===== src/rtl/majfa_defect.sv =====
module majfa_defect #(
  parameter bit REG_OUT = 1'b1
) (
  input  logic       clk,
  input  logic       rst,
  input  logic       a,
  input  logic       b,
  input  logic       cin,
  input  logic [3:0] fault_sel,
  output logic       sum,
  output logic       cout
);

  function automatic logic maj(input logic x, input logic y, input logic z);
    return (x & y) | (x & z) | (y & z);
  endfunction

  logic w1_flip, w2_flip, x1, x2;
  logic v1, v2, v3, c1, c2, c3;
  logic w1, w2, g1, g2, g2_h, g3_h, g3;

  assign w1_flip = (fault_sel == 4'd1);
  assign w2_flip = (fault_sel == 4'd2);
  assign x1      = (fault_sel == 4'd3);
  assign x2      = (fault_sel == 4'd4);
  assign v1      = (fault_sel == 4'd5);
  assign v2      = (fault_sel == 4'd6);
  assign v3      = (fault_sel == 4'd7);
  assign c1      = (fault_sel == 4'd8);
  assign c2      = (fault_sel == 4'd9);
  assign c3      = (fault_sel == 4'd10);

  assign g1   = v1 ? b : c1 ? maj(~a, b, ~cin) : maj(a, b, cin);
  assign w1   = ~cin ^ (w1_flip | x1);
  assign g2_h = x1 ? w1 : b;
  assign g2   = v2 ? g2_h : c2 ? maj(~a, g2_h, ~w1) : maj(a, g2_h, w1);
  assign w2   = ~g1 ^ (w2_flip | x2);
  assign g3_h = x2 ? w2 : g2;
  assign g3   = v3 ? g3_h : c3 ? maj(~w2, g3_h, ~cin) : maj(w2, g3_h, cin);

  generate
    if (REG_OUT) begin : g_reg
      always_ff @(posedge clk) begin
        if (rst) begin
          sum  <= 1'b0;
          cout <= 1'b0;
        end else begin
          sum  <= g3;
          cout <= g1;
        end
      end
    end else begin : g_comb
      assign sum  = g3;
      assign cout = g1;
    end
  endgenerate

endmodule


===== config.mk =====
export PLATFORM = sky130hd
export DESIGN_NAME = majfa_defect
export DESIGN_NICKNAME = d
export VERILOG_FILES = /design/src/rtl/majfa_defect.sv
export SDC_FILE = /design/constraint.sdc
export NUM_CORES = 1
export LEC_CHECK = 0
export BUFFER_PORTS_ARGS = -buffer_cell sky130_fd_sc_hd__buf_2
export CAP_MARGIN = 0
export CORE_AREA = 3 3 40 42
export DETAILED_ROUTE_END_ITERATION = 12
export DIE_AREA = 0 0 43 45
export GPL_TIMING_DRIVEN = 0
export PLACE_DENSITY = 0.59
export SLEW_MARGIN = 10
export SYNTH_ARGS = -nofsm -noshare
export SYNTH_HDL_FRONTEND = slang
export SYNTH_SLANG_ARGS = --single-unit

===== constraint.sdc =====
create_clock -name clk -period 2.1 [get_ports clk]
set_clock_uncertainty 0.15 [all_clocks]
set_input_delay 0.105 -clock clk [delete_from_list [all_inputs] [get_ports clk]]
set_output_delay 0.105 -clock clk [all_outputs]
set_load 0.01 [all_outputs]

-- After elaboration in Yosys (flattened, before gate mapping)
Cells that the tools add are included.
- divide/modulo/power cells: 0
- bitwise gates (word level): 39
- multipliers: 0
- reduce and logical (&&, ||, !) cells: 0
- order comparisons: 0
- shift-type cells: 0
- add/sub/neg operators: 0
- equality and inequality tests: 10
- multiplexer cells: 8
- operators by type and width (operator ; number):
    $and A1 B1 Y1 ; 18
    $eq A4 B3 Y1 const B ; 4
    $or A1 B1 Y1 ; 14
    $eq A4 B4 Y1 const B ; 3
    $eq A4 B2 Y1 const B ; 2
    $mux W1 ; 8
    $not A1 Y1 ; 5
    $eq A4 B1 Y1 const B ; 1
    $xor A1 B1 Y1 ; 2
- register bits after elaboration: 2
- memories: 0
- latch bits: 0
- bits in read-only memories: 0
- memory bits (writable): 0
- output and inout port bits: 2
- logic and storage cells: 59

-- Logic depth before layout (Yosys ltp)
Gate-level depths: netlist of the first run.
- depth in word-level cells: 15
- mapped depth: 7

-- Worst setup path after synthesis of the first run
No wires, ideal clock.
- kind: input -> register
- start point: in fault_sel[3]
- end point: reg sum
- slack: 0.558 ns
- stages on the path: 7
- library setup time: 0.128 ns
- required time: 1.822 ns
- arrival time: 1.265 ns
- path through: buf_2 -> nand4bb_1 -> a21oi_1 -> o221ai_1 -> a2111o_1 -> o211ai_2 -> nand4_1
- word-level cells in the longest chain between the ends: 15
- elaborated cells on any way between the ends: 45
- those cells by class: eq/ne: 10; mux: 8; bitwise: 27
- ends and longest elaborated chain (element ; line ; text):
    from (decl) ; 9 ; input logic [3:0] fault_sel,
    $eq A4 B1 Y1 or $eq A4 B2 Y1 (tied branches) ; 22, 24 ;
    $or A1 B1 Y1 ; 34 ; assign w1 = ~cin ^ (w1_flip | x1);
    $xor A1 B1 Y1 ; 34 ;
    $mux W1 or $not A1 Y1 (tied branches) ; 35, 36 ;
    $and A1 B1 Y1 ; 15 ; return (x & y) | (x & z) | (y & z);
    $or A1 B1 Y1 (2 in a row) ; 15 ;
    $mux W1 (2 in a row) ; 36 ; assign g2 = v2 ? g2_h : c2 ? maj(~a, g2_h, ~w1) : maj(a, g2_h, w1);
    $mux W1 ; 38 ; assign g3_h = x2 ? w2 : g2;
    $and A1 B1 Y1 ; 15 ;
    $or A1 B1 Y1 (2 in a row) ; 15 ;
    $mux W1 ; 39 ; assign g3 = v3 ? g3_h : c3 ? maj(~w2, g3_h, ~cin) : maj(w2, g3_h, cin);
    $mux W1 * ; 39 ;
    to (signal assigned) ; 48 ; sum <= g3;
    to (decl) ; 10 ; output logic sum,
Mark *: on every way between the ends. The rest lies on a longest branch, timed or not.
A chain may end at the register's enable or synchronous reset.

-- Worst setup path in the final report of the first run
- start point: in fault_sel[2]
- end point: reg sum
The elaborated chain is that of the path after synthesis.

==> flow_summary.yaml, run 1 <==
global_route:
  grt_pass1_vias: 451
  grtUsageTotal_pct: 13.03
  grt_max_degree: 11
  overflow: 0
  antenna_found_initial: 0
  grt_pass1_wl_um: 1952
die:
  rows: 13
  die_h_um: 45
  core_um2: 1285
  io_pins: 11
  die_area_um2: 1935
  start_util_pct: 36.03
  die_w_um: 43
layout:
  multi_input_area_um2: 375.4
  regArea_um2: 40.04
  final.fill_count: 139
  layout.nets: 87
  antennaDiodeCount: 0
  syn_to_final_growth_pct: 18.65
  fin_util_pct: 42.75
  drive_gt1_share_pct: 25.00
place:
  gp_congestion: 0.7382
  port_buffers: 7
  hpwl_um: 808.9
yosys:
  netlist_top_cells_area: "dfxtp_1 (8.6%), nor2_1 (7.3%), nor4b_4 (5.1%)"
  ys_seq_area_share_pct: 8.649
  netlist_area_um2: 462.9
  synth_flop_cell: "dfxtp_1"
  synth-async-reset-ratio_pct: 0
  synthCells: 65
  synth_top_area_share_pct: 8.649
  ys_warn_count: 0
  synth-seq-cells: 2
  synth_nets: 74
  syn_area_per_cell_um2: 7.122
  synth_top_area_cell: "dfxtp_1"
  synth-edff-count: 0
  synth.distinct_cells: 37
power_and_ir_drop:
  combinationalPowerShare_pct: 43.1
  p_sw_uw: 74.36
  p_int_uw: 147.6
  clock_power_share_pct: 37.3
  powerDensity_nw_per_um2: 404.1
  vdd_ir_drop_max_mv: 0.1810
  swShare_pct: 33.50
  leakagePower_uw: 0.0002317
  seqPwrFrac_pct: 19.6
timing:
  slew_viol_final: 0
  setup_viol_count_final: 0
  tns_ps: 0
  min_period_ps: 1511
  grt_setup_unrepaired: "no"
  hold_viol_final: 0
  maxSlewHeadroom_pct: 74.46
  finalCritPeriodShare_pct: 71.93
  max_freq_mhz: 662.0
  tightest_slew_ps: 383.1
setup_path:
  path_class: "in2reg"
  cp_max_fo: 10
  slowest_stage: "a2111o_1"
  slowest_delay_ps: 390
  critPathLaunchType: "primary input"
  cp.required_ps: 2050
  cp_data_arrival_time_ps: 1460
  crit_chain: "buf_2 -> buf_4 -> nor4b_4 -> nand4b_1 -> nand3_2 -> a2111o_1 -> o211ai_2 -> nand4_1"
  end_kind: "flop"
routing:
  vias: 516
  wl_per_cell_um: 12.07
  ant_nets: 0
  drc_errors: 0
  avgViaCountPerCell: 5.670
  postRouteWirelength_um: 1098
  drt_iter0_markers: 10
  first_pass_iters: 4
clock_tree:
  post_cts_buffers: 0
  ctsHtreeMaxLevel: 1
  path_clk_slew_ps: 30
  cts_tree: "built"
  cts_buffer_depth: 2
  cts-root-buf: "clkbuf_4"
  numCtsBuffers: 3
  clock_sinks: 2
run:
  max_cap_violations: 0
hold_path:
  hold_class: "in2reg"
outcome:
  run_status: "completed"
[cell usage in the layout, fill, tap and decap left out, drive strengths merged, types with 3 or more instances in the layout]
cell	n
nor2	9
nor4	3
nand2	4
a31oi	3
clkbuf	4
buf	12
nand2b	3
a21oi	4
[layout make-up]
type	count	share of cell area (%)
timing repair buffer	8	8.200
sequential	2	7.289
clock buffer	3	4.100
multi-input combinational	55	68.34
tap	15	3.417
inverter	2	1.367
buffer	6	7.289
[layer usage]
| layer | track usage (%) | wire length [um] |
|---|---|---|
| met2 | 22.46 | 555 |
| met1 | 15.99 | 519 |
| met4 | 1.807 | 0 |
| met5 | 0 | 0 |
| met3 | 4.781 | 23 |
[repair_timing]
item,in CTS,in global routing
hold endpoints to repair,1,0
hold buffers,1,0
resized for setup,0,0
[power by group through the flow]
stage,Sequential (uW),Combinational [uW],Clock (uW)
2_1_floorplan,46.9,66.7,0
3_3_place_gp,44.0,93.0,0
3_5_place_dp,44.0,93.5,0
4_1_cts,43.5,95.3,86.7
5_1_grt,43.7,107,97.1
6_report,43.5,95.7,82.8
[cells in the mapped netlist, types with 2 or more instances]
| cell type | count |
|---|---|
| nand2b_1 | 3 |
| dfxtp_1 | 2 |
| nor3_1 | 2 |
| nor2_1 | 9 |
| a21oi_1 | 4 |
| and3_1 | 2 |
| a31oi_1 | 3 |
| nand3b_1 | 2 |
| inv_1 | 2 |
| buf_4 | 2 |
| nand2_1 | 4 |
| buf_2 | 2 |
| nor4_1 | 3 |
| xor2_1 | 2 |
[metrics by stage]
stage	total power, uW	setup WS, ps	hold slack (ps)	cell area, um^2	std cells
final	221.9	589.4	187.7	549.3	91
after global routing	248.1	491.0	219.2	549.3	91
after CTS	225.6	584.1	177.7	549.3	91
after detailed placement	137.5	353.6	180.4	516.7	87
after global placement	137.0	359.7	187.5	516.7	87
after floorplan	113.5	557.5	36.25	462.9	65
[state kept, by name (all words and copies together), names as in the netlist]
register / cells
cout: 1
sum: 1
[path summary, 6_finish.rpt]
path,from,to,depth (start not counted)
max,fault_sel[2],sum,8
min,fault_sel[1],sum,5
[logic make-up after synthesis]
logic type | after synthesis | synth area share, %
buffers and inverters | 8 | 10.27
flip-flops | 2 | 8.649
multiplexers | 1 | 2.162
AO/OA/AOI/OAI | 16 | 25.68
AND/OR/NAND/NOR | 35 | 47.57
XOR/XNOR | 3 | 5.677
[worst max-delay path: cells and delay by family]
family                 cells  cell delay [ps]
AOI/OAI and AO/OA          2              450
buffers and inverters      2              260
and+or+nand+nor            4              630
No activity file was read; power rests on OpenSTA's default activity.
==> run 2: changes to the inputs <==
--- a/config.mk
+++ b/config.mk
@@ -11,7 +11,7 @@
 export DETAILED_ROUTE_END_ITERATION = 12
 export DIE_AREA = 0 0 43 45
 export GPL_TIMING_DRIVEN = 0
-export PLACE_DENSITY = 0.59
+export PLACE_DENSITY = 0.61
 export SLEW_MARGIN = 10
 export SYNTH_ARGS = -nofsm -noshare
 export SYNTH_HDL_FRONTEND = slang
==> constraint.sdc (replaced) <==
create_clock -name clk -period 1.31 [get_ports clk]
set_clock_uncertainty 0.15 [all_clocks]
set_input_delay 0.0655 -clock clk [delete_from_list [all_inputs] [get_ports clk]]
set_output_delay 0.0655 -clock clk [all_outputs]
set_load 0.01 [all_outputs]
==> flow_summary.yaml, run 2 (synthesis gave the netlist of run 1 again) <==
outcome:
  run_status: "finished with violations"
  violations: "setup timing"
power_and_ir_drop:
  leakagePower_uw: 0.0002453
  vdd_ir_drop_max_mv: 0.2079
  seqPwrFrac_pct: 18.8
  swShare_pct: 34.08
  combinationalPowerShare_pct: 43.8
  powerDensity_nw_per_um2: 643.0
  clock_power_share_pct: 37.4
  p_int_uw: 245.0
  p_sw_uw: 126.7
  power_uw: 371.7
place:
  hpwl_um: 831.4
  port_buffers: 7
  gp_congestion: 0.7597
  placed_area_um2: 516.7
  dp_slack_ps: -407.0
global_route:
  top_usage_layer: "met2"
  grt_max_degree: 11
  overflow: 0
  grt_pass1_vias: 431
  grt_util_met3_pct: 3.586
  antenna_found_initial: 0
  grt.met2_usage_pct: 20.06
  grtUsageTotal_pct: 13.21
  globalRouteMet1Util_pct: 16.99
  grt_pass1_wl_um: 1911
timing:
  maxSlewHeadroom_pct: 74.27
  holdWs_ps: 132.7
  finalCritPeriodShare_pct: 109.5
  tightest_slew_ps: 385.9
  slew_viol_final: 0
  hold_viol_final: 0
  setup_viol_count_final: 1
  max_freq_mhz: 697.4
  min_period_ps: 1434
  setup_slack_ps: -123.9
  grt_setup_unrepaired: "yes"
hold_path:
  hold_class: "in2reg"
layout:
  layout_common_cells: "nor2_1 (9), buf_2 (8), a21oi_1 (4), nand2_1 (4)"
  drive_gt1_share_pct: 26.92
  syn_to_final_growth_pct: 24.86
  reg.largest.list: "cout (1), sum (1)"
  layout.nets: 89
  stdcell_area_um2: 578.1
  layout_commonest_cell: "nor2_1"
  final.fill_count: 143
  antennaDiodeCount: 0
routing:
  vias: 507
  avgViaCountPerCell: 5.452
  wl_per_cell_um: 12.08
  ant_nets: 0
  drt_iter0_markers: 13
  first_pass_iters: 4
  postRouteWirelength_um: 1123
  drc_errors: 0
clock_tree:
  numCtsBuffers: 3
  clock_sinks: 2
  cts-root-buf: "clkbuf_4"
  cts_tree: "built"
  path_clk_slew_ps: 30
  cts_buffer_depth: 2
  ctsHtreeMaxLevel: 1
run:
  max_cap_violations: 0
die:
  die_area_um2: 1935
  start_util_pct: 36.03
  io_pins: 11
  rows: 13
  die_h_um: 45
  core_um2: 1285
  die_w_um: 43
setup_path:
  critPathLaunchType: "primary input"
  cp.required_ps: 1260
  end_kind: "flop"
  path_class: "in2reg"
  cp_max_fo: 10
  cp_data_arrival_time_ps: 1390
[run 2: cell types whose count changed in the layout (fill, tap and decap cells not counted), sizes merged]
cell / before / now
buf: 12 / 14
[run 2: critical path: stages]
cell,delay [ps]
buf_6,100
buf_8,130
nor4b_4,260
nand4b_1,190
nand3_2,110
a2111o_1,390
o211ai_2,70
nand4_1,90
[run 2: through the flow]
stage / util (%) / std cells / TNS [ps]
global route: 44.99 / 93 / -173.5
finish: 44.99 / 93 / -123.9
CTS: 44.40 / 92 / -113.2
floorplan: - / 65 / -169.1
global placement: 40.21 / 87 / -447.5
detailed placement: 40.21 / 87 / -447.6
[run 2: layout make-up]
class                   instances  area (um^2)  share of cell area, %
multi-input cells              55        375.4                  64.94
repair buffers                 10        66.31                  11.47
plain buffers                   6        47.55                  8.225
flip-flops and latches          2        40.04                  6.926
clock buffers                   3        22.52                  3.896
well taps                      15        18.77                  3.247
inverters                       2        7.507                  1.299
[run 2: path summary, 6_finish.rpt]
| path | from | end | cells past startpoint | slack (ps) |
|---|---|---|---|---|
| hold / removal | fault_sel[1] | sum | 5 | 130 |
| setup / recovery | fault_sel[2] | sum | 8 | -120 |
[run 2: per-layer routing]
metal,vias up,part of all wire [%]
li1,270,-
met3,2,2.1
met4,0,0.80
met2,7,48
met1,228,49
met5,-,0
[run 2: repair_timing]
action | in CTS | in global routing
buffers inserted | 1 | 1
hold buffers | 1 | 0
gates resized for setup | 3 | 0
pin swaps | 0 | 0
hold endpoints to repair | 1 | 0
endpoints found under the setup margin | 1 | 1
[run 2: power groups by stage]
stage | Combinational, uW | Sequential [uW] | Clock [uW]
CTS | 160 | 69.9 | 146
finish | 163 | 69.8 | 139
floorplan | 107 | 75.1 | 0
detailed placement | 149 | 70.7 | 0
global placement | 149 | 70.8 | 0
global route | 181 | 69.8 | 162
